## src/rtl/eqw_pkg.sv

```systemverilog
package eqw_pkg;

  typedef enum logic [2:0] {
    ST_IDLE,
    ST_LOW,
    ST_HIGH,
    ST_GAP,
    ST_LATCH
  } eqw_state_t;

  // system cycles needed to cover one microsecond, rounded up
  function automatic int unsigned cyc_per_us(input int unsigned hz);
    return (hz + 999_999) / 1_000_000;
  endfunction

  function automatic int unsigned max3(input int unsigned a, input int unsigned b,
                                       input int unsigned c);
    int unsigned m;
    m = (a > b) ? a : b;
    return (m > c) ? m : c;
  endfunction

endpackage

```

## src/rtl/eqw_timer.sv

```systemverilog
module eqw_timer #(
  parameter int CNT_W = 8
) (
  input  logic             clk,
  input  logic             rst,
  input  logic             load,
  input  logic [CNT_W-1:0] load_val,
  output logic             expired
);

  logic [CNT_W-1:0] cnt;

  always_ff @(posedge clk) begin
    if (rst) begin
      cnt <= '0;
    end else if (load) begin
      cnt <= load_val;
    end else if (cnt != '0) begin
      cnt <= cnt - CNT_W'(1);
    end
  end

  assign expired = (cnt == '0);

endmodule

```

## src/rtl/eqw_shifter.sv

```systemverilog
module eqw_shifter #(
  parameter int WORD_W = 8
) (
  input  logic              clk,
  input  logic              rst,
  input  logic              load,
  input  logic [WORD_W-1:0] word,
  input  logic              shift,
  output logic              nxt_bit,
  output logic              last
);

  localparam int IDX_W = $clog2(WORD_W);

  logic [WORD_W-1:0] sr;
  logic [IDX_W-1:0]  idx;

  always_ff @(posedge clk) begin
    if (rst) begin
      sr  <= '0;
      idx <= '0;
    end else if (load) begin
      sr  <= word;
      idx <= '0;
    end else if (shift) begin
      sr  <= sr >> 1;
      idx <= idx + IDX_W'(1);
    end
  end

  assign nxt_bit = sr[1];
  assign last    = (idx == IDX_W'(WORD_W - 1));

endmodule

```

## src/rtl/eqw_seq.sv

```systemverilog
module eqw_seq
  import eqw_pkg::*;
#(
  parameter int CNT_W    = 8,
  parameter int HALF_CYC = 125,
  parameter int GAP_CYC  = 125,
  parameter int STB_CYC  = 125
) (
  input  logic             clk,
  input  logic             rst,
  input  logic             start,
  input  logic             first_bit,
  input  logic             nxt_bit,
  input  logic             last,
  input  logic             expired,
  output logic             t_load,
  output logic [CNT_W-1:0] t_val,
  output logic             sr_load,
  output logic             sr_shift,
  output logic             ser_clk,
  output logic             ser_data,
  output logic             ser_latch,
  output logic             busy,
  output logic             done
);

  eqw_state_t state, nxt;

  always_comb begin
    nxt      = state;
    t_load   = 1'b0;
    t_val    = '0;
    sr_load  = 1'b0;
    sr_shift = 1'b0;
    unique case (state)
      ST_IDLE: if (start) begin
        nxt     = ST_LOW;
        t_load  = 1'b1;
        t_val   = CNT_W'(HALF_CYC - 1);
        sr_load = 1'b1;
      end
      ST_LOW: if (expired) begin
        nxt    = ST_HIGH;
        t_load = 1'b1;
        t_val  = CNT_W'(HALF_CYC - 1);
      end
      ST_HIGH: if (expired) begin
        t_load = 1'b1;
        if (last) begin
          nxt   = ST_GAP;
          t_val = CNT_W'(GAP_CYC - 1);
        end else begin
          nxt      = ST_LOW;
          t_val    = CNT_W'(HALF_CYC - 1);
          sr_shift = 1'b1;
        end
      end
      ST_GAP: if (expired) begin
        nxt    = ST_LATCH;
        t_load = 1'b1;
        t_val  = CNT_W'(STB_CYC - 1);
      end
      ST_LATCH: if (expired) begin
        nxt = ST_IDLE;
      end
      default: nxt = ST_IDLE;
    endcase
  end

  // every output is a register decoded from the next state
  always_ff @(posedge clk) begin
    if (rst) begin
      state     <= ST_IDLE;
      ser_clk   <= 1'b0;
      ser_data  <= 1'b0;
      ser_latch <= 1'b0;
      busy      <= 1'b0;
      done      <= 1'b0;
    end else begin
      state     <= nxt;
      ser_clk   <= (nxt == ST_HIGH);
      ser_latch <= (nxt == ST_LATCH);
      busy      <= (nxt != ST_IDLE);
      done      <= (state == ST_LATCH) && (nxt == ST_IDLE);
      if (sr_load) begin
        ser_data <= first_bit;
      end else if (sr_shift) begin
        ser_data <= nxt_bit;
      end else if (nxt == ST_GAP || nxt == ST_IDLE) begin
        ser_data <= 1'b0;
      end
    end
  end

endmodule

```

## src/rtl/eq_word_sender.sv

```systemverilog
module eq_word_sender
  import eqw_pkg::*;
#(
  parameter int WORD_W   = 8,
  parameter int SYS_HZ   = 125_000_000,
  parameter int HALF_CYC = 125,
  parameter int GAP_CYC  = 125,
  parameter int STB_CYC  = 125
) (
  input  logic              clk,
  input  logic              rst,
  input  logic              start_i,
  input  logic [WORD_W-1:0] word_i,
  output logic              busy_o,
  output logic              done_o,
  output logic              ser_clk_o,
  output logic              ser_data_o,
  output logic              ser_latch_o
);

  localparam int unsigned MIN_CYC = cyc_per_us(SYS_HZ);
  localparam int unsigned MAX_CYC = max3(HALF_CYC, GAP_CYC, STB_CYC);
  localparam int          CNT_W   = $clog2(MAX_CYC + 1);

  // link limits: 1 us setup/hold per half period (also keeps clock <= 500 kHz),
  // 1 us latch width; the half period plus gap covers the clock-to-latch delay
  if (WORD_W < 2) begin : g_bad_width
    $error("WORD_W must be at least 2");
  end
  if (HALF_CYC < MIN_CYC) begin : g_bad_half
    $error("HALF_CYC too short for setup, hold and 500 kHz limit");
  end
  if (STB_CYC < MIN_CYC) begin : g_bad_latch
    $error("STB_CYC shorter than 1 us");
  end
  if (GAP_CYC < 1) begin : g_bad_gap
    $error("GAP_CYC must be at least 1");
  end

  logic             t_load, expired, sr_load, sr_shift, nxt_bit, last;
  logic [CNT_W-1:0] t_val;

  eqw_timer #(.CNT_W(CNT_W)) u_timer (
    .clk      (clk),
    .rst      (rst),
    .load     (t_load),
    .load_val (t_val),
    .expired  (expired)
  );

  eqw_shifter #(.WORD_W(WORD_W)) u_shift (
    .clk     (clk),
    .rst     (rst),
    .load    (sr_load),
    .word    (word_i),
    .shift   (sr_shift),
    .nxt_bit (nxt_bit),
    .last    (last)
  );

  eqw_seq #(
    .CNT_W    (CNT_W),
    .HALF_CYC (HALF_CYC),
    .GAP_CYC  (GAP_CYC),
    .STB_CYC  (STB_CYC)
  ) u_seq (
    .clk       (clk),
    .rst       (rst),
    .start     (start_i),
    .first_bit (word_i[0]),
    .nxt_bit   (nxt_bit),
    .last      (last),
    .expired   (expired),
    .t_load    (t_load),
    .t_val     (t_val),
    .sr_load   (sr_load),
    .sr_shift  (sr_shift),
    .ser_clk   (ser_clk_o),
    .ser_data  (ser_data_o),
    .ser_latch (ser_latch_o),
    .busy      (busy_o),
    .done      (done_o)
  );

endmodule

```

## config.mk

```make
export PLATFORM = sky130hd
export DESIGN_NAME = eq_word_sender
export DESIGN_NICKNAME = d
export VERILOG_FILES = /design/src/rtl/eqw_pkg.sv /design/src/rtl/eqw_timer.sv /design/src/rtl/eqw_shifter.sv /design/src/rtl/eqw_seq.sv /design/src/rtl/eq_word_sender.sv
export SDC_FILE = /design/constraint.sdc
export NUM_CORES = 1
export LEC_CHECK = 0
export BUFFER_PORTS_ARGS = -buffer_cell sky130_fd_sc_hd__buf_2
export CAP_MARGIN = 5
export CORE_MARGIN = 3
export CORE_UTILIZATION = 58
export CTS_BUF_LIST = sky130_fd_sc_hd__clkbuf_2 sky130_fd_sc_hd__clkbuf_4 sky130_fd_sc_hd__clkbuf_8
export DETAILED_ROUTE_END_ITERATION = 12
export PLACE_DENSITY = 0.84
export SYNTH_ARGS = -nofsm -noshare
export SYNTH_HDL_FRONTEND = slang
export SYNTH_SLANG_ARGS = --single-unit
```

## constraint.sdc

```tcl
create_clock -name clk -period 2.1 [get_ports clk]
set_clock_uncertainty 0.05 [all_clocks]
set_input_delay 0.105 -clock clk [delete_from_list [all_inputs] [get_ports clk]]
set_output_delay 0.105 -clock clk [all_outputs]
set_load 0.02 [all_outputs]
```

After elaboration in Yosys (flattened, before gate mapping) --
Cells that the tools add are included.
Storage, ports and cells: bits in registers 26
Operators by class: add/sub/neg operators 2, equal/unequal tests 8, mux-type cells 24, reductions and logical operators 12
Operator list (count):
- $mux W7 | 4
- $mux W8 | 2
- $mux W3 | 5
- $pmux W3 S5 | 1
- $pmux W7 S2 | 1
- $eq A3 B2 Y1 const B | 4
- $eq A3 B3 Y1 const B | 3
- $mux W1 | 9
- $logic_not A7 Y1 | 1
- $reduce_bool A7 Y1 | 1
- $sub A7 B1 Y7 const B | 1
- $logic_not A3 Y1 | 2
- $reduce_bool A3 Y1 | 2
- $reduce_bool A2 Y1 | 2
- $add A3 B1 Y3 const B | 1
- $eq A3 B1 Y1 const B | 1
- $reduce_or A3 Y1 | 1
- $mux W2 | 1
- $pmux W1 S2 | 1
- $reduce_or A2 Y1 | 1
- $logic_and A1 B1 Y1 | 1
- $logic_or A1 B1 Y1 | 1

Depth between registers and ports, before layout --
word-level depth 9, depth in mapped cells 7, depth with buffers taken out 6

Hierarchy --
Synthesis repeated with hierarchy kept, for this count alone.
Unflattened totals: cell total of the unflattened synthesis 151, area, all modules 1375.1 sq um
Modules (own cells, without submodules):
- eqw_seq | instances 1, cells each 61, area an instance 523.0 sq um, seq. area each 160.2 sq um
- eqw_shifter | instances 1, cells each 43, area an instance 452.9 sq um, seq. area each 200.2 sq um
- eqw_timer | instances 1, cells each 47, area an instance 399.1 sq um, seq. area each 140.1 sq um

Worst setup path after synthesis --
Ideal clock, no wire load.
path kind register to register, from register u_shift.idx[0], to register u_shift.sr[2], library setup time 86 ps, arrival time 1568 ps, data required time 1964 ps, path slack 396 ps, stages on the path, launching flop included 8, path buffers 1, period minus slack after synthesis 1704 ps, cells stage by stage dfxtp_1 ha_1 ha_1 nor4b_1 nand3_1 buf_2 mux2i_1 a211oi_1
On the way: word-level cells in the longest chain between the ends 5
Ends and longest elaborated chain:
- start, declared | RTL line eqw_shifter.sv:16 | logic [IDX_W-1:0] idx;
- start signal, assigned | RTL line eqw_shifter.sv:27 | idx <= idx + IDX_W'(1);
- $eq A3 B3 Y1 | RTL line eqw_shifter.sv:32 | assign last = (idx == IDX_W'(WORD_W - 1));
- $mux W1 | RTL line eqw_seq.sv:49 | if (last) begin
- $mux W1 | RTL line eqw_seq.sv:47 | ST_HIGH: if (expired) begin
- $mux W1 | RTL line eqw_seq.sv:35 | unique case (state)
- $reduce_bool A2 Y1 (no line)
- end signal, assigned | RTL line eqw_shifter.sv:23 | sr <= word;
- end signal, assigned | RTL line eqw_shifter.sv:26 | sr <= sr >> 1;
- end, declared | RTL line eqw_shifter.sv:15 | logic [WORD_W-1:0] sr;
Every way passes these cells. A chain may end at the register's enable or synchronous reset.

Worst setup path in the final report --
from register u_timer.cnt[0], to register u_seq.ser_data
On the way: word-level cells in the longest chain between the ends 6, elaborated cells on any way between the ends 14, classes of those cells eq/ne: 1; mux: 9; reduce/logical: 4
Ends and longest elaborated chain:
- start, declared | RTL line eqw_timer.sv:11 | logic [CNT_W-1:0] cnt;
- start signal, assigned | RTL line eqw_timer.sv:17 | cnt <= load_val;
- start signal, assigned | RTL line eqw_timer.sv:19 | cnt <= cnt - CNT_W'(1);
- $logic_not A7 Y1 (*) | RTL line eqw_timer.sv:23 | assign expired = (cnt == '0);
- $mux W3 (on tied branches)
- $pmux W3 S5 | RTL line eqw_seq.sv:35
- $eq A3 B2 Y1 or $logic_not A3 Y1 (tied branches) | RTL line eqw_seq.sv:89 | end else if (nxt == ST_GAP || nxt == ST_IDLE) begin
- $logic_or A1 B1 Y1 | RTL line eqw_seq.sv:89
- $reduce_bool A3 Y1 (no line)
- end signal, assigned | RTL line eqw_seq.sv:86 | ser_data <= first_bit;
- end signal, assigned | RTL line eqw_seq.sv:88 | ser_data <= nxt_bit;
- end, declared | RTL line eqw_seq.sv:21 | output logic ser_data,
Every way passes the cells marked *; elsewhere a longest branch is shown, timed or not.

==> flow_metrics.tcl <==
set metrics [dict create \
    synth_cells 127 \
    max_freq_ghz 0.529 \
    worst_ep_required_time_ns 2.26 \
    synth.distinct_cells 34 \
    slowest_delay_ns 0.44 \
    syn_area_um2 1170 \
    gr-total-overflow 0 \
    fin_setup_tns_ns 0 \
    fp.dieW_um 50.9 \
    p_int_mw 0.796 \
    drtIter0Drc 35 \
    clkSinkCount 25 \
    rrSetupSlack_ns 0.21 \
    reg2reg_depth 6 \
    grt_max_degree 25 \
    finalCriticalPeriod_ns 1.89 \
    whs_path_depth 4 \
    cp_top_family "simple AND/OR/NAND/NOR gates" \
    initial_core_util_pct 64.2 \
    busiest_layer "met2" \
    grtUsageTotal_pct 20.5 \
    arrival_ns 2.05 \
    critPathLaunch "u_timer.cnt[0]" \
    outcome "finished, final reports clean" \
    rows 15 \
    p_switching_mw 0.436 \
    min_path_type "in2reg" \
    synthTopCellsByArea "dfxtp_1, mux2i_1, a211oi_1" \
    r2r-start "u_timer.cnt[0]" \
    seq_area_frac_synth_pct 42.8 \
    fillers 136 \
    clkPwrFrac_pct 17.5 \
    synth_nets 141 \
    min_from "word_i[0]" \
    area_delta_synth_final_pct 16.4 \
    worstReg2RegEnd "u_seq.ser_data" \
    dr.pass1.iters 4 \
    period_share_pct 90.0 \
    synth_top_area_cell "dfxtp_1" \
    worstSetupStartpointType "register" \
    grt_use_met2_pct 32.2 \
    die_area_um2 2590 \
    drt-total-wl_um 2280 \
    irDropWorstVdd_v 0.000579 \
    grt_pass1_vias 933 \
    slowest_stage "and2_0" \
    ys.flop_type "dfxtp_1" \
    seq_area_um2 500 \
    path_class "reg2reg" \
    tritoncts "yes" \
    crit_fanout 8 \
    antenna_found_initial 0 \
    synth.avg_cell_area_um2 9.20 \
    multi_input_area_um2 614 \
    p_comb_share_pct 32.2 \
    cts_buffers 3 \
    clk_path_buf_depth 2 \
    root_buffer "clkbuf_4" \
    viasPerCell 5.64 \
    place_ws_ns 0.213 \
    clk_latency_ns 0.32 \
    hold_violations 0 \
    use_met1_pct 27.9 \
    place_area_um2 1260 \
    yosysWarningCount 0 \
    leakage_nw 0.596 \
    max_slew_margin_pct 67.4 \
    final-setup-viol-count 0 \
    sw_frac_of_total_pct 35.4 \
    ant_nets 0 \
    synthArstFlopShare_pct 0 \
    drive_above_1_share_pct 18.2 \
    holdPathEnd "u_seq.ser_data" \
    slew_violations 0 \
    synth_edf_count 0 \
    design_area_um2 1360 \
    p_seq_share_pct 50.3 \
    crit_chain "inv_1 -> ha_1 -> nor4b_4 -> and2_0 -> o221a_2 -> a21oi_1" \
    power.density_nw_per_um2 906 \
    holdWs_ns 0.0976 \
    portBuffers 15 \
    gp_congestion 0.809 \
    vias 976 \
    drc 0 \
    grt_first_pass_wirelength_um 4060 \
    io_pins 16 \
    placed_cells 162 \
    critPathCaptureType "register" \
    synth.top_cell.area_share_pct 42.8 \
    diodes 0 \
    wl_per_cell_um 13.2 \
    coreArea_um2 1820 \
    synth-seq-cells 25 \
    tightest_slew_ns 0.487 \
    final_cells 173 \
    worst-path-buf-inv 1 \
    maxCapViolations 0 \
    die-height_um 50.9 \
    setup_ws_ns 0.210 \
    cts.htree.levels 1 \
    nets 163 \
    use_met3_pct 3.21 \
    dp_hpwl_um 1570 \
    path_clk_slew_ns 0.14 \
    rsz0062_at_grt "false" \
]
[flip-flops by register name (all words and copies together) (netlist names)]
| register | flops |
|---|---|
| u_shift.sr | 7 |
| u_seq.ser_data | 1 |
| u_shift.idx | 3 |
| u_timer.cnt | 7 |
| u_seq.state | 3 |
| u_seq.done | 1 |
| u_seq.busy | 1 |
| u_seq.ser_latch | 1 |
| u_seq.ser_clk | 1 |
[metal layers]
| layer | up-vias | share of wire (%) |
|---|---|---|
| met5 | - | 0 |
| met4 | 0 | 1.5 |
| met3 | 4 | 5.0 |
| met2 | 26 | 46 |
| met1 | 447 | 48 |
| li1 | 499 | - |
[how the worst max path moves through the flow]
stage,slack [ns],to,cells past startpoint
2_1_floorplan,0.40,u_shift.sr[2],7
3_3_place_gp,0.28,u_seq.ser_data,7
3_5_place_dp,0.21,u_seq.ser_data,6
4_1_cts,0.22,u_seq.ser_data,6
5_1_grt,0.08,u_shift.sr[4],7
6_report,0.21,u_seq.ser_data,6
[tightest hold or removal path, delay by kind of cell]
| kind | cells | cell delay [ns] |
|---|---|---|
| AO/OA/AOI/OAI | 2 | 0.22 |
| buffers and inverters | 1 | 0.08 |
| AND/OR/NAND/NOR | 1 | 0.04 |
[what timing repair did]
| action | 4_1_cts | 5_1_grt |
|---|---|---|
| setup buffers | 0 | 0 |
| gates resized for setup | 0 | 0 |
| setup endpoints to repair | 0 | 0 |
| hold buffers | 7 | 0 |
| hold endpoints to repair | 7 | 0 |
[power by group through the flow]
stage               combinational (mW)  clock, mW  sequential, mW
global placement                 0.370          0           0.625
detailed placement               0.383          0           0.629
floorplan                        0.319          0           0.610
global route                     0.452      0.239           0.628
finish                           0.397      0.215           0.619
CTS                              0.394      0.225           0.618
[layout make-up]
class	count	share of cell area, %
Clock buffer	3	1.66
Multi-Input combinational cell	89	45.2
Tap cell	25	2.30
Inverter	5	1.38
Clock inverter	1	0.368
Timing Repair Buffer	25	12.3
Sequential cell	25	36.8
[cell families after synthesis]
group	after synthesis	synth area share, %
XOR/XNOR	3	2.25
adder cells (fa/ha/maj)	3	3.21
flip-flops	25	42.8
AND/OR/NAND/NOR	43	20.7
AO/OA/AOI/OAI	32	19.6
buffers and inverters	13	4.60
multiplexers	8	6.85
[synthesized netlist by cell type, drive strengths merged, types with 2 or more instances]
library cell and count:
a2111oi 2, a211oi 7, a21oi 10, a31oi 5
buf 4, clkbuf 4, dfxtp 25, ha 3
inv 5, mux2i 8, nand2 6, nand2b 3
nand3 5, nor2 11, nor3 6, nor4b 3
o21ai 3, or2 2, or3 3, xor2 2
[layout by cell type, fill, tap and decap left out, types with 2 or more instances in the layout]
master / n
clkbuf_4: 3
nor3_1: 6
or3_1: 3
ha_1: 3
nand2b_1: 3
nor4b_1: 2
nor2_1: 11
a31oi_1: 5
dlygate4sd3_1: 7
inv_1: 5
dfxtp_1: 25
o21ai_0: 3
nand3_1: 5
buf_4: 3
a211oi_1: 7
a21oi_1: 10
nand2_1: 5
buf_2: 15
xor2_1: 2
mux2i_1: 8
[metrics by stage]
step,utilization (%),power (mW)
4_1_cts,74.7,1.24
3_5_place_dp,69.3,1.01
2_1_floorplan,-,0.929
5_1_grt,74.7,1.32
6_report,74.7,1.23
3_3_place_gp,69.3,0.995
(Power assumes the default switching activity.)
